--- config.mk ---
export PLATFORM = sky130hd
export DESIGN_NAME = uart_periph
export DESIGN_NICKNAME = d
export VERILOG_FILES = /design/src/rtl/uart_periph_pkg.sv /design/src/rtl/uart_periph_baud.sv /design/src/rtl/uart_periph_tx.sv /design/src/rtl/uart_periph_rx.sv /design/src/rtl/uart_periph.sv
export SDC_FILE = /design/constraint.sdc
export NUM_CORES = 1
export LEC_CHECK = 0
export ABC_AREA = 1
export ABC_CLOCK_PERIOD_IN_PS = 8400
export CELL_PAD_IN_SITES_DETAIL_PLACEMENT = 1
export CELL_PAD_IN_SITES_GLOBAL_PLACEMENT = 1
export CORE_MARGIN = 1
export CORE_UTILIZATION = 30
export CTS_CLUSTER_SIZE = 16
export DETAILED_ROUTE_END_ITERATION = 7
export MAX_ROUTING_LAYER = met4
export PLACE_DENSITY = 0.58
export SLEW_MARGIN = 20
export SYNTH_ARGS = -nofsm -noshare
export SYNTH_HDL_FRONTEND = slang
export SYNTH_SLANG_ARGS = --single-unit
--- constraint.sdc ---
create_clock -name clk -period 8.4 [get_ports clk]
set_input_delay 1.68 -clock clk [delete_from_list [all_inputs] [get_ports clk]]
set_output_delay 1.68 -clock clk [all_outputs]
set_load 0.01 [all_outputs]
--- src/rtl/uart_periph_pkg.sv ---
package uart_periph_pkg;
  // register byte offsets
  localparam int OFS_BAUD = 'h10;
  localparam int OFS_STAT = 'h14;
  localparam int OFS_CTRL = 'h18;
  localparam int OFS_DATA = 'h1C;
  // field positions
  localparam int BAUD_OSR_LSB = 24;
  localparam int ST_TDE = 7;
  localparam int ST_TC  = 6;
  localparam int ST_RXF = 5;
  localparam int ST_OVR = 3;
  localparam int ST_FE  = 1;
  localparam int CT_TE  = 19;
  localparam int CT_RE  = 18;
  localparam int FRAME_BITS = 10;

  typedef enum logic [1:0] {RX_IDLE, RX_START, RX_DATA, RX_STOP} rx_state_t;
endpackage

--- src/rtl/uart_periph_baud.sv ---
module uart_periph_baud #(
  parameter int SBR_W = 13
) (
  input  logic             clk,
  input  logic             rst_n,
  input  logic [SBR_W-1:0] sbr,
  output logic             os_tick
);
  logic [SBR_W-1:0] cnt_q, cnt_d;

  always_comb begin
    os_tick = (sbr != '0) && (cnt_q >= sbr - 1'b1);
    if (sbr == '0 || os_tick) cnt_d = '0;
    else                      cnt_d = cnt_q + 1'b1;
  end

  always_ff @(posedge clk or negedge rst_n) begin
    if (!rst_n) cnt_q <= '0;
    else        cnt_q <= cnt_d;
  end

  AST_TICK_GAP: assert property (@(posedge clk) disable iff (!rst_n)
    (os_tick && sbr > 1) |=> (!$stable(sbr) || !os_tick));
endmodule

--- src/rtl/uart_periph_tx.sv ---
module uart_periph_tx
  import uart_periph_pkg::*;
#(
  parameter int OSR_W = 5
) (
  input  logic             clk,
  input  logic             rst_n,
  input  logic             os_tick,
  input  logic [OSR_W-1:0] osr,
  input  logic             te,
  input  logic             wr_data,
  input  logic [7:0]       wdata,
  output logic             tde,
  output logic             tc,
  output logic             tx_o
);
  logic [7:0]            hold_q, hold_d;
  logic                  full_q, full_d;
  logic                  busy_q, busy_d;
  logic [FRAME_BITS-1:0] sh_q, sh_d;
  logic [OSR_W-1:0]      ocnt_q, ocnt_d;
  logic [3:0]            left_q, left_d;
  logic                  load;

  always_comb begin
    hold_d = hold_q; full_d = full_q; busy_d = busy_q;
    sh_d = sh_q; ocnt_d = ocnt_q; left_d = left_q;
    load = te && full_q && !busy_q;
    if (wr_data) begin
      hold_d = wdata;
      full_d = 1'b1;
    end else if (load) begin
      full_d = 1'b0;
    end
    if (load) begin
      busy_d = 1'b1;
      sh_d   = {1'b1, hold_q, 1'b0};
      ocnt_d = '0;
      left_d = 4'(FRAME_BITS);
    end else if (busy_q && os_tick) begin
      if (ocnt_q >= osr) begin
        ocnt_d = '0;
        sh_d   = {1'b1, sh_q[FRAME_BITS-1:1]};
        left_d = left_q - 1'b1;
        if (left_q == 4'd1) busy_d = 1'b0;
      end else begin
        ocnt_d = ocnt_q + 1'b1;
      end
    end
  end

  always_ff @(posedge clk or negedge rst_n) begin
    if (!rst_n) begin
      hold_q <= '0; full_q <= 1'b0; busy_q <= 1'b0;
      sh_q <= '1; ocnt_q <= '0; left_q <= '0;
    end else begin
      hold_q <= hold_d; full_q <= full_d; busy_q <= busy_d;
      sh_q <= sh_d; ocnt_q <= ocnt_d; left_q <= left_d;
    end
  end

  assign tx_o = busy_q ? sh_q[0] : 1'b1;
  assign tde  = !full_q;
  assign tc   = !full_q && !busy_q;

  AST_HANDOFF: assert property (@(posedge clk) disable iff (!rst_n)
    (load && !wr_data) |=> (busy_q && !full_q));
  AST_LINE_HOLD: assert property (@(posedge clk) disable iff (!rst_n)
    (busy_q && !os_tick) |=> $stable(tx_o));
endmodule

--- src/rtl/uart_periph_rx.sv ---
module uart_periph_rx
  import uart_periph_pkg::*;
#(
  parameter int OSR_W = 5
) (
  input  logic             clk,
  input  logic             rst_n,
  input  logic             os_tick,
  input  logic [OSR_W-1:0] osr,
  input  logic             re,
  input  logic             rx_i,
  output logic             done,
  output logic [7:0]       data,
  output logic             stop_ok
);
  rx_state_t        st_q, st_d;
  logic [1:0]       sync_q;
  logic [OSR_W-1:0] cnt_q, cnt_d, half_m1;
  logic [2:0]       bit_q, bit_d;
  logic [7:0]       sh_q, sh_d;
  logic             done_q, done_d, stop_q, stop_d;
  logic             rxs;

  assign rxs     = sync_q[1];
  assign half_m1 = (osr >> 1) - 1'b1;

  always_comb begin
    st_d = st_q; cnt_d = cnt_q; bit_d = bit_q; sh_d = sh_q;
    done_d = 1'b0; stop_d = stop_q;
    if (!re) begin
      st_d  = RX_IDLE;
      cnt_d = '0;
    end else if (os_tick) begin
      unique case (st_q)
        RX_IDLE: if (!rxs) begin st_d = RX_START; cnt_d = '0; end
        RX_START:
          if (cnt_q >= half_m1) begin
            cnt_d = '0; bit_d = '0;
            st_d  = rxs ? RX_IDLE : RX_DATA;
          end else cnt_d = cnt_q + 1'b1;
        RX_DATA:
          if (cnt_q >= osr) begin
            cnt_d = '0;
            sh_d  = {rxs, sh_q[7:1]};
            bit_d = bit_q + 1'b1;
            if (bit_q == 3'd7) st_d = RX_STOP;
          end else cnt_d = cnt_q + 1'b1;
        RX_STOP:
          if (cnt_q >= osr) begin
            cnt_d = '0; done_d = 1'b1; stop_d = rxs; st_d = RX_IDLE;
          end else cnt_d = cnt_q + 1'b1;
        default: st_d = RX_IDLE;
      endcase
    end
  end

  always_ff @(posedge clk or negedge rst_n) begin
    if (!rst_n) begin
      st_q <= RX_IDLE; sync_q <= 2'b11; cnt_q <= '0; bit_q <= '0;
      sh_q <= '0; done_q <= 1'b0; stop_q <= 1'b1;
    end else begin
      st_q <= st_d; sync_q <= {sync_q[0], rx_i}; cnt_q <= cnt_d;
      bit_q <= bit_d; sh_q <= sh_d; done_q <= done_d; stop_q <= stop_d;
    end
  end

  assign done    = done_q;
  assign data    = sh_q;
  assign stop_ok = stop_q;

  AST_DONE_PULSE: assert property (@(posedge clk) disable iff (!rst_n)
    done_q |=> !done_q);
endmodule

--- src/rtl/uart_periph.sv ---
module uart_periph
  import uart_periph_pkg::*;
#(
  parameter int ADDR_W  = 5,
  parameter int OSR_W   = 5,
  parameter int SBR_W   = 13,
  parameter int OSR_RST = 15,
  parameter int SBR_RST = 4
) (
  input  logic        clk,
  input  logic        rst_n,
  input  logic        bus_sel,
  input  logic        bus_wr,
  input  logic [4:0]  bus_addr,
  input  logic [31:0] bus_wdata,
  output logic [31:0] bus_rdata,
  input  logic        rx_i,
  output logic        tx_o
);
  logic [1:0]       rsync_q;
  logic             rst_int_n;
  logic [OSR_W-1:0] osr_q, osr_d;
  logic [SBR_W-1:0] sbr_q, sbr_d;
  logic             te_q, te_d, re_q, re_d;
  logic [7:0]       rxd_q, rxd_d;
  logic             rxf_q, rxf_d, ovr_q, ovr_d, fe_q, fe_d;
  logic             wr, rd_data, wr_data, os_tick;
  logic             tde, tc, rx_done, rx_stop;
  logic [7:0]       rx_byte;
  logic             unused_bits;

  always_ff @(posedge clk or negedge rst_n) begin
    if (!rst_n) rsync_q <= 2'b00;
    else        rsync_q <= {rsync_q[0], 1'b1};
  end
  assign rst_int_n = rsync_q[1];

  assign wr      = bus_sel && bus_wr;
  assign wr_data = wr && (bus_addr == ADDR_W'(OFS_DATA));
  assign rd_data = bus_sel && !bus_wr && (bus_addr == ADDR_W'(OFS_DATA));
  assign unused_bits = ^{bus_wdata[31:29], bus_wdata[23:20], bus_wdata[17:13]};

  uart_periph_baud #(.SBR_W(SBR_W)) u_baud (
    .clk(clk), .rst_n(rst_int_n), .sbr(sbr_q), .os_tick(os_tick));

  uart_periph_tx #(.OSR_W(OSR_W)) u_tx (
    .clk(clk), .rst_n(rst_int_n), .os_tick(os_tick), .osr(osr_q), .te(te_q),
    .wr_data(wr_data), .wdata(bus_wdata[7:0]), .tde(tde), .tc(tc), .tx_o(tx_o));

  uart_periph_rx #(.OSR_W(OSR_W)) u_rx (
    .clk(clk), .rst_n(rst_int_n), .os_tick(os_tick), .osr(osr_q), .re(re_q),
    .rx_i(rx_i), .done(rx_done), .data(rx_byte), .stop_ok(rx_stop));

  always_comb begin
    osr_d = osr_q; sbr_d = sbr_q; te_d = te_q; re_d = re_q;
    rxd_d = rxd_q; rxf_d = rxf_q; ovr_d = ovr_q; fe_d = fe_q;
    if (wr && bus_addr == ADDR_W'(OFS_BAUD)) begin
      osr_d = bus_wdata[BAUD_OSR_LSB +: OSR_W];
      sbr_d = bus_wdata[SBR_W-1:0];
    end
    if (wr && bus_addr == ADDR_W'(OFS_CTRL)) begin
      te_d = bus_wdata[CT_TE];
      re_d = bus_wdata[CT_RE];
    end
    if (wr && bus_addr == ADDR_W'(OFS_STAT)) begin
      if (bus_wdata[ST_OVR]) ovr_d = 1'b0;
      if (bus_wdata[ST_FE])  fe_d  = 1'b0;
    end
    if (rd_data) rxf_d = 1'b0;
    if (rx_done) begin
      if (rxf_q && !rd_data) begin
        ovr_d = 1'b1;
      end else begin
        rxd_d = rx_byte;
        rxf_d = 1'b1;
        if (!rx_stop) fe_d = 1'b1;
      end
    end
  end

  always_ff @(posedge clk or negedge rst_int_n) begin
    if (!rst_int_n) begin
      osr_q <= OSR_W'(OSR_RST); sbr_q <= SBR_W'(SBR_RST);
      te_q <= 1'b0; re_q <= 1'b0; rxd_q <= '0;
      rxf_q <= 1'b0; ovr_q <= 1'b0; fe_q <= 1'b0;
    end else begin
      osr_q <= osr_d; sbr_q <= sbr_d; te_q <= te_d; re_q <= re_d;
      rxd_q <= rxd_d; rxf_q <= rxf_d; ovr_q <= ovr_d; fe_q <= fe_d;
    end
  end

  always_comb begin
    bus_rdata = '0;
    unique case (bus_addr)
      ADDR_W'(OFS_BAUD): begin
        bus_rdata[BAUD_OSR_LSB +: OSR_W] = osr_q;
        bus_rdata[SBR_W-1:0]             = sbr_q;
      end
      ADDR_W'(OFS_STAT): begin
        bus_rdata[ST_TDE] = tde;
        bus_rdata[ST_TC]  = tc;
        bus_rdata[ST_RXF] = rxf_q;
        bus_rdata[ST_OVR] = ovr_q;
        bus_rdata[ST_FE]  = fe_q;
      end
      ADDR_W'(OFS_CTRL): begin
        bus_rdata[CT_TE] = te_q;
        bus_rdata[CT_RE] = re_q;
      end
      ADDR_W'(OFS_DATA): bus_rdata[7:0] = rxd_q;
      default: bus_rdata = '0;
    endcase
  end

  AST_RXF_CLEAR: assert property (@(posedge clk) disable iff (!rst_int_n)
    (rd_data && !rx_done) |=> !rxf_q);
  AST_OVERRUN: assert property (@(posedge clk) disable iff (!rst_int_n)
    (rx_done && rxf_q && !rd_data) |=> (ovr_q && $stable(rxd_q)));
endmodule

Word level (Yosys, flattened, before mapping) --
Cells that the tools add are included.
Storage, ports and cells: input port bits 42, output and inout bits 33, logic and storage cells 147, flip-flop bits (word level) 97
Operators by class: $add $sub $neg 7, muxes and demuxes 60, reductions and logical operators 35, equal/unequal tests 17, magnitude comparators 4, bitwise operators 1
Operators by type and width (count):
- $mux W5 | 10
- $mux W10 | 3
- $mux W1 | 23
- $eq A5 B5 Y1 const B | 4
- $mux W2 | 9
- $ge A5 B5 Y1 | 3
- $pmux W5 S3 | 1
- $add A13 B1 Y13 const B | 1
- $ge A13 B13 Y1 | 1
- $logic_and A1 B1 Y1 | 13
- $logic_not A13 Y1 | 1
- $mux W13 | 1
- $reduce_bool A13 Y1 | 1
- $sub A13 B1 Y13 const B | 1
- $mux W4 | 3
- $ne A3 B2 Y1 const B | 4
- $add A5 B1 Y5 const B | 2
- $reduce_bool A2 Y1 | 5
- $pmux W3 S3 | 1
- $pmux W2 S4 | 1
- $reduce_and A4 Y1 | 2
- $mux W3 | 2
- $ne A2 B1 Y1 const B | 3
- $pmux W1 S2 | 3
- 19 further kinds | 26

Logic depth before layout (Yosys ltp) --
Gate-level depths: netlist of the first run.
depth in word-level cells 7, mapped depth 19, mapped depth without buffers 18

Hierarchy --
A second synthesis of the first run with hierarchy kept.
Second synthesis, totals: cells, all modules 732, area total of the unflattened synthesis 5820.6 sq um
Modules (own cells, without submodules):
- uart_periph | cells an instance 224, instances 1, seq. area each 832.0 sq um, area an instance 1716.6 sq um
- uart_periph_tx | cells an instance 180, instances 1, seq. area each 711.9 sq um, area an instance 1571.5 sq um
- uart_periph_rx | cells an instance 160, instances 1, seq. area each 554.3 sq um, area an instance 1320.0 sq um
- uart_periph_baud | cells an instance 168, instances 1, seq. area each 325.3 sq um, area an instance 1212.4 sq um

Least setup slack after synthesis of the first run --
OpenSTA, ideal clock, no wires.
path kind input port to output port, start in bus_addr[1], end out bus_rdata[10], arrival 2.584 ns, stages on the path 6, slack 4.136 ns, required time 6.720 ns, path buffers 1, cells stage by stage nor2_1 > nand2_1 > nor3_4 > inv_1 > clkbuf_1 > nor2_1
Between the ends: word-level cells in the longest chain between the ends 2
RTL lines:
- start, declared | RTL line uart_periph.sv:14 | input logic [4:0] bus_addr,
- $eq A5 B5 Y1 | RTL line uart_periph.sv:94 | unique case (bus_addr)
- $mux W5 | RTL line uart_periph.sv:94
- end, declared | RTL line uart_periph.sv:16 | output logic [31:0] bus_rdata,
Every way passes these cells.

Final worst setup path of the first run --
start in bus_addr[1], end out bus_rdata[1]
Between the ends: word-level cells in the longest chain between the ends 2, elaborated cells on any way between the ends 4, those cells by class eq/ne: 3; mux: 1
RTL lines (RTL line):
- $eq A5 B5 Y1 | uart_periph.sv:94
- $pmux W1 S3 (*) | uart_periph.sv:94
Every way passes the cells marked *; elsewhere a longest branch is shown, timed or not.

==> results of run 1 <==
-- how the worst min path moves through the flow --
| stage | end | slack, ns | cells after the start |
|---|---|---|---|
| after floorplan | rsync_q[1] | 0.33 | 0 |
| after global placement | u_rx.data[2] | 0.21 | 0 |
| after detailed placement | u_rx.data[2] | 0.22 | 0 |
| after CTS | u_rx.data[2] | 0.23 | 0 |
| after global routing | u_rx.data[2] | 0.24 | 0 |
| final | u_rx.data[2] | 0.21 | 0 |
-- power groups by stage --
| stage | clock network [mW] | registers (mW) | logic [mW] |
|---|---|---|---|
| final | 0.422 | 0.597 | 0.388 |
| after global placement | 0 | 0.605 | 0.365 |
| after detailed placement | 0 | 0.608 | 0.392 |
| after CTS | 0.439 | 0.599 | 0.396 |
| after global routing | 0.458 | 0.611 | 0.459 |
| after floorplan | 0 | 0.588 | 0.296 |
-- layer usage --
layer | GRT usage, % | up-vias
li1 | - | 2247
met3 | 2.452 | 12
met2 | 25.33 | 52
met1 | 20.89 | 2161
met5 | - | -
met4 | 5.322 | 0
-- placed cells by master (no fill, tap or decap), types with 2 or more instances in the layout --
cell type        count
o21a_1               2
nand2_2              7
clkinv_2             2
buf_4                2
conb_1              13
nor3_1               9
nor2_1              63
o21ai_2             10
inv_2                2
nand2_1            166
xor2_1              17
dfstp_2             17
nor3b_1              5
clkinvlp_4           2
a21oi_1             26
ha_1                43
clkdlybuf4s50_1     50
o21ai_1              7
xnor2_1              6
inv_1               76
clkbuf_16            9
nor2_2               4
a22o_1               2
dfrtp_1             78
o211ai_1             3
nand3_1             37
nand3_2              2
nand4_1             10
o21ai_0             36
-- registers in the layout, summed over array words and instances, names as in the netlist --
signal	count
sbr_q	13
u_baud.cnt_q	13
u_tx.sh_q	9
rxd_q	8
u_rx.data	8
u_tx.hold_q	8
osr_q	5
u_rx.cnt_q	5
u_tx.ocnt_q	5
u_tx.left_q	4
u_rx.bit_q	3
rsync_q	2
u_rx.st_q	2
u_rx.sync_q	2
fe_q	1
ovr_q	1
re_q	1
rxf_q	1
te_q	1
u_rx.done	1
u_rx.stop_ok	1
u_tx.busy_q	1
u_tx.full_q	1
-- cell type report --
class / count / area share, %
well taps: 229 / 4.351
clock buffers: 10 / 3.629
clock inverters: 6 / 0.8930
multi-input cells: 486 / 41.90
inverters: 79 / 4.541
repair buffers: 52 / 7.828
flip-flops and latches: 96 / 36.86
-- worst reg2reg max path, cell delays in order (launching register included) --
cell	delay [ns]
dfrtp_1	0.40
inv_1	0.22
ha_1	0.24
nand2_1	0.13
nor2_1	0.20
nand3_1	0.11
xor2_1	0.16
ha_1	0.29
nand2_1	0.07
nand2_1	0.05
nand3_1	0.06
nand2_1	0.07
nor2_1	0.17
nand4_1	0.59
nor3b_1	0.41
-- kinds of logic after synthesis --
family                   count (synthesis)
AND/OR/NAND/NOR                        313
buffers and inverters                  105
flip-flops                              96
AO/OA/AOI/OAI                           93
adder cells (fa/ha/maj)                 43
XOR/XNOR                                23
other                                    2
multiplexers                             1
-- per-stage QoR --
step / power (mW) / setup slack [ns] / area, sq um / instances / hold slack [ns]
2_1_floorplan: 0.8835 / 4.136 / 5658 / 687 / 0.3312
3_3_place_gp: 0.9705 / 2.796 / 6285 / 942 / 0.2099
3_5_place_dp: 0.9998 / 2.783 / 6285 / 942 / 0.2200
4_1_cts: 1.434 / 2.777 / 6583 / 958 / 0.2285
5_1_grt: 1.528 / 2.606 / 6585 / 958 / 0.2429
6_report: 1.407 / 2.783 / 6585 / 958 / 0.2084
==> run metrics, run 1 <==
outcome=finished, violations left; failing checks=design-rule violations; clock power share=roughly 30%; Worst Path Arrival=about 3.9 ns; Fmax=around 180 MHz; Final period util=between 60% and 70%; Clock Latency Late Sink=about 0.35 ns; most common cell in the netlist=nand2_1; Max Slew Vio Count=0; gpl congestion=between 0.7 and 0.8; most frequent cells after synthesis=nand2_1, dfrtp_1, inv_1; initial core utilization=between 30 and 40%; setup TNS=0 ns; drt wl/cell=between 10 and 15 microns; total die area=a little under 0.02 sq mm; synth top area cells=dfrtp_1, nand2_1, ha_1, dfstp_2, inv_1; CTS buffer count=9; crit-path max cell delay=~0.59 ns; worst endpoint required time=6.72 ns; # port buffers=50; switch share=between 30% and 40%; Worst setup endpoint=bus_rdata[1]; setup bufs post-CTS=0; Multi-input gate area=roughly 0.0028 sq mm; Psw=between 400 and 500 uW; deepest clock path buffer count=2; DR iter-0 viols=between 100 and 150; Synth Flop Type=dfrtp_1; diode count=0; XOR/XNOR share of the synthesized area=between 3 and 4%; met2 routed WL=6.491 mm; ys async rst share=100.0%; # setup viols final=0; main combinational cell family by area after synthesis=simple AND/OR/NAND/NOR gates; Final Hold Viols=0; cell area after synthesis=0.005617 sq mm; cells along the critical path=clkdlybuf4s50_1, nor2_1, nand2_1, nor3_4, inv_1, o211ai_1, clkdlybuf4s50_1; post-synthesis sequential area ratio=a little over two fifths; Final Routed Wirelength=roughly 14 mm; Crit-path slowest cell=clkdlybuf4s50_1; fraction of synthesized area in multiplexers=0.2005%; worst vdd ir=between 100 and 150 uV; via count=4472; Crit. Startpoint=bus_addr[1]; Metal-1 WL=between 6 and 7 mm; post-layout net count=809; DP HPWL=approximately 11 mm; combinational share of power=about 28%; # clock sinks=96; Int Power=around 920 uW; Ys Warns=0; CP Capture Type=output port; vias in the first global route=around 4.7k; Syn Inst Count=~680; largest net degree at the start of global routing=76; Worst-path clk slew=about 0.07 ns; r2r setup slk=approximately 5 ns; Reg area=between 0.002 and 0.0025 sq mm; crit path max fanout=13; Post-Synth Simple-Gate Area=roughly a quarter; Site Rows=a little under 50; critical path class=in2out; Final ANT Viol Nets=0; cell depth of the worst setup path=7; synthesis-to-finish area growth=17.24%; RSZ-0062 raised after global routing=false; Post-synth EDFFs=0; Pwr Density=213.7 mW/mm^2; leak pwr=about 3.2 nW; worst slew pin tran=0.9699 ns; FF-to-FF End=u_baud.cnt_q[9]; power share of the sequential group=a little over two fifths; clock skew=~0.0074 ns; Final min period=about 5.6 ns; Fillers=2138; worst r2r path cells=14; CTS tree=done; post-synth top area share=a little over a third; core area=0.01815 sq mm; CP startpoint kind=input port; Compound-Gate Fraction of Synth Area=10.14%; Total Routing Usage GR=16.00%; via/cell ratio=between 4 and 5; worst relative slew slack=a little over a third; Synth Area in Adders=approximately a tenth; fin util=between 30% and 40%; Yosys top cell by area=dfrtp_1; CTS root buf=clkbuf_16; die span in x=roughly 140 microns; first-pass GRT wire length=approximately 24 mm; layout cell share with drive strength beyond 1=9.739%; First-pass DRT Iterations=6; die height=138.8 microns; max capacitance violation total=0; top sig layer=met4; H-tree levels=3; met3 WL post-DR=around 340 microns; initial antenna violation count=0; Hold Buf Count CTS=0; DRC viols=5; most used cell, CP=clkdlybuf4s50_1; HP Class=reg2async; global route overflow=0; delay-heaviest family, CP=buffers and inverters; CTS-repair resized insts=0; synthesis-stage register bit count=96; I/O Pins=75; Syn Area/Cell=8.309 sq um; number of library cell types mapped by synthesis=between 40 and 50; r2r startpoint=sbr_q[0]; Critical path buffers and inverters=3
(Power assumes the default switching activity.)
==> run 2: changes to the inputs <==
- ABC_CLOCK_PERIOD_IN_PS: 8400 -> 4720
- PLACE_DENSITY: 0.58 -> 0.61
- clock period: 8.4 -> 4.72 ns (I/O delays scaled with it)
==> run metrics, run 2 (same netlist as run 1, synthesis figures left out) <==
drt wl/cell=between 10 and 15 microns; Psw=between 800 and 900 uW; worst endpoint required time=between 3 and 4 ns; Total Routing Usage GR=about 16%; number of non-filler instances in the completed layout=959; via count=around 4.5k; clock power share=29.6%; Clock Latency Late Sink=approximately 0.35 ns; max capacitance violation total=0; worst slew pin tran=between 0.7 and 0.8 ns; failing checks=design-rule violations; Top Registers=sbr_q x13, u_baud.cnt_q x13, u_tx.sh_q x9; Max Slew Vio Count=0; total die area=0.01927 sq mm; Placed Instances=about 940; Multi-input gate area=around 0.0028 sq mm; power share of the sequential group=42.8%; diode count=0; outcome=finished, violations left; combinational share of power=roughly 28%; Final WS setup=between 0.7 and 0.8 ns; switch share=between 30% and 40%; most frequent cells in the layout=nand2_1, dfrtp_1, inv_1; Fmax=253.4 MHz; Final min period=about 4 ns; largest net degree at the start of global routing=54; leak pwr=between 3 and 4 nW; vias in the first global route=just under 5k; fin util=a little over a third; Final Routed Wirelength=between 10 and 15 mm; worst vdd ir=approximately 160 uV; Int Power=roughly 1.6 mW; delay-heaviest family, CP=buffers and inverters; CTS root buf=clkbuf_16; CTS buffer count=9; core area=between 0.015 and 0.02 sq mm; global route overflow=0; Site Rows=a little under 50; worst relative slew slack=between 50 and 60%; CTS-repair resized insts=0; deepest clock path buffer count=2; first-pass GRT wire length=roughly 24 mm; pre-CTS setup slack=between 0.7 and 0.8 ns; die span in x=between 100 and 150 microns; crit path max fanout=5; setup TNS=0 ns; die height=between 100 and 150 microns; CP Capture Type=output port; I/O Pins=75; Final Hold Viols=0; synthesis-to-finish area growth=17.26%; crit-path max cell delay=roughly 0.61 ns; CP startpoint kind=input port; critical path class=in2out; DP HPWL=10.71 mm; CTS tree=done; post-layout net count=between 800 and 900; Worst Path Arrival=about 3.0 ns; Crit-path slowest cell=clkdlybuf4s50_1; # clock sinks=96; clock skew=0.008361 ns; Critical path buffers and inverters=2; # setup viols final=0; RSZ-0062 raised after global routing=false; commonest non-fill, non-tap cell in the layout=nand2_1; Final ANT Viol Nets=0; First-pass DRT Iterations=8; gpl congestion=0.7526; HP Class=reg2reg; Worst-path clk slew=approximately 0.070 ns; initial core utilization=between 30% and 40%; initial antenna violation count=0; Final period util=83.60%; Hold Buf Count CTS=0; DR iter-0 viols=138; Pwr Density=between 300 and 400 mW/mm^2; cells along the critical path=clkdlybuf4s50_1, nand2_1, nor2_1, nand2_1, o211ai_1, clkdlybuf4s50_1; Reg area=roughly 0.0024 sq mm; layout cell share with drive strength beyond 1=9.726%; Fillers=between 2k and 2.5k; via/cell ratio=between 4 and 5; # port buffers=50; DRC viols=14; setup bufs post-CTS=0; Final Power=2.503 mW; H-tree levels=3
==> run 2: cell count changes in the layout (fill, tap and decap cells not counted) <==
cell | previous run | this run
clkbuf_1 | 0 | 2
buf_4 | 2 | 3
clkinvlp_4 | 2 | 0
clkinv_1 | 1 | 0
clkinv_2 | 2 | 3
==> run 2: metal layers <==
layer  track usage [%]  vias to the layer above  wire (microns)
li1                  -                     2244               -
met2             26.29                       59            6794
met3             2.314                       14             351
met5                 -                        -               0
met4             5.146                        0             161
met1             21.16                     2194            6879
==> run 2: metrics by stage <==
stage	area [sq um]	hold slack, ns
CTS	6584	0.3651
global route	6586	0.3668
floorplan	5658	0.3312
global placement	6292	0.3376
detailed placement	6292	0.3372
finish	6586	0.3589
==> run 2: final timing paths <==
kind                       slack (ns)  cells after the start             end            from
setup / recovery                 0.77                      6    bus_rdata[6]     bus_addr[2]
hold / removal                   0.36                      0  u_rx.sync_q[1]  u_rx.sync_q[0]
setup reg to reg                 1.42                     17  u_tx.left_q[0]        sbr_q[1]
hold reg to reg                  0.36                      0  u_rx.sync_q[1]  u_rx.sync_q[0]
max in group asynchronous        3.27                      1    u_tx.sh_q[2]      rsync_q[1]
min in group asynchronous        0.40                      0    u_rx.data[3]      rsync_q[1]
==> run 2: power by group through the flow <==
| stage | sequential, mW | clock (mW) | combinational, mW |
|---|---|---|---|
| floorplan | 1.05 | 0 | 0.526 |
| global placement | 1.08 | 0 | 0.641 |
| detailed placement | 1.09 | 0 | 0.691 |
| CTS | 1.07 | 0.769 | 0.698 |
| global route | 1.09 | 0.797 | 0.803 |
| finish | 1.07 | 0.742 | 0.690 |
==> run 2: area by class of cell <==
type / count / share of cell area [%]
clock inverter: 4 / 0.6839
clock buffer: 12 / 3.742
timing repair buffer: 53 / 7.941
inverter: 79 / 4.540
sequential: 96 / 36.85
multi-input combinational: 486 / 41.89
tap: 229 / 4.350
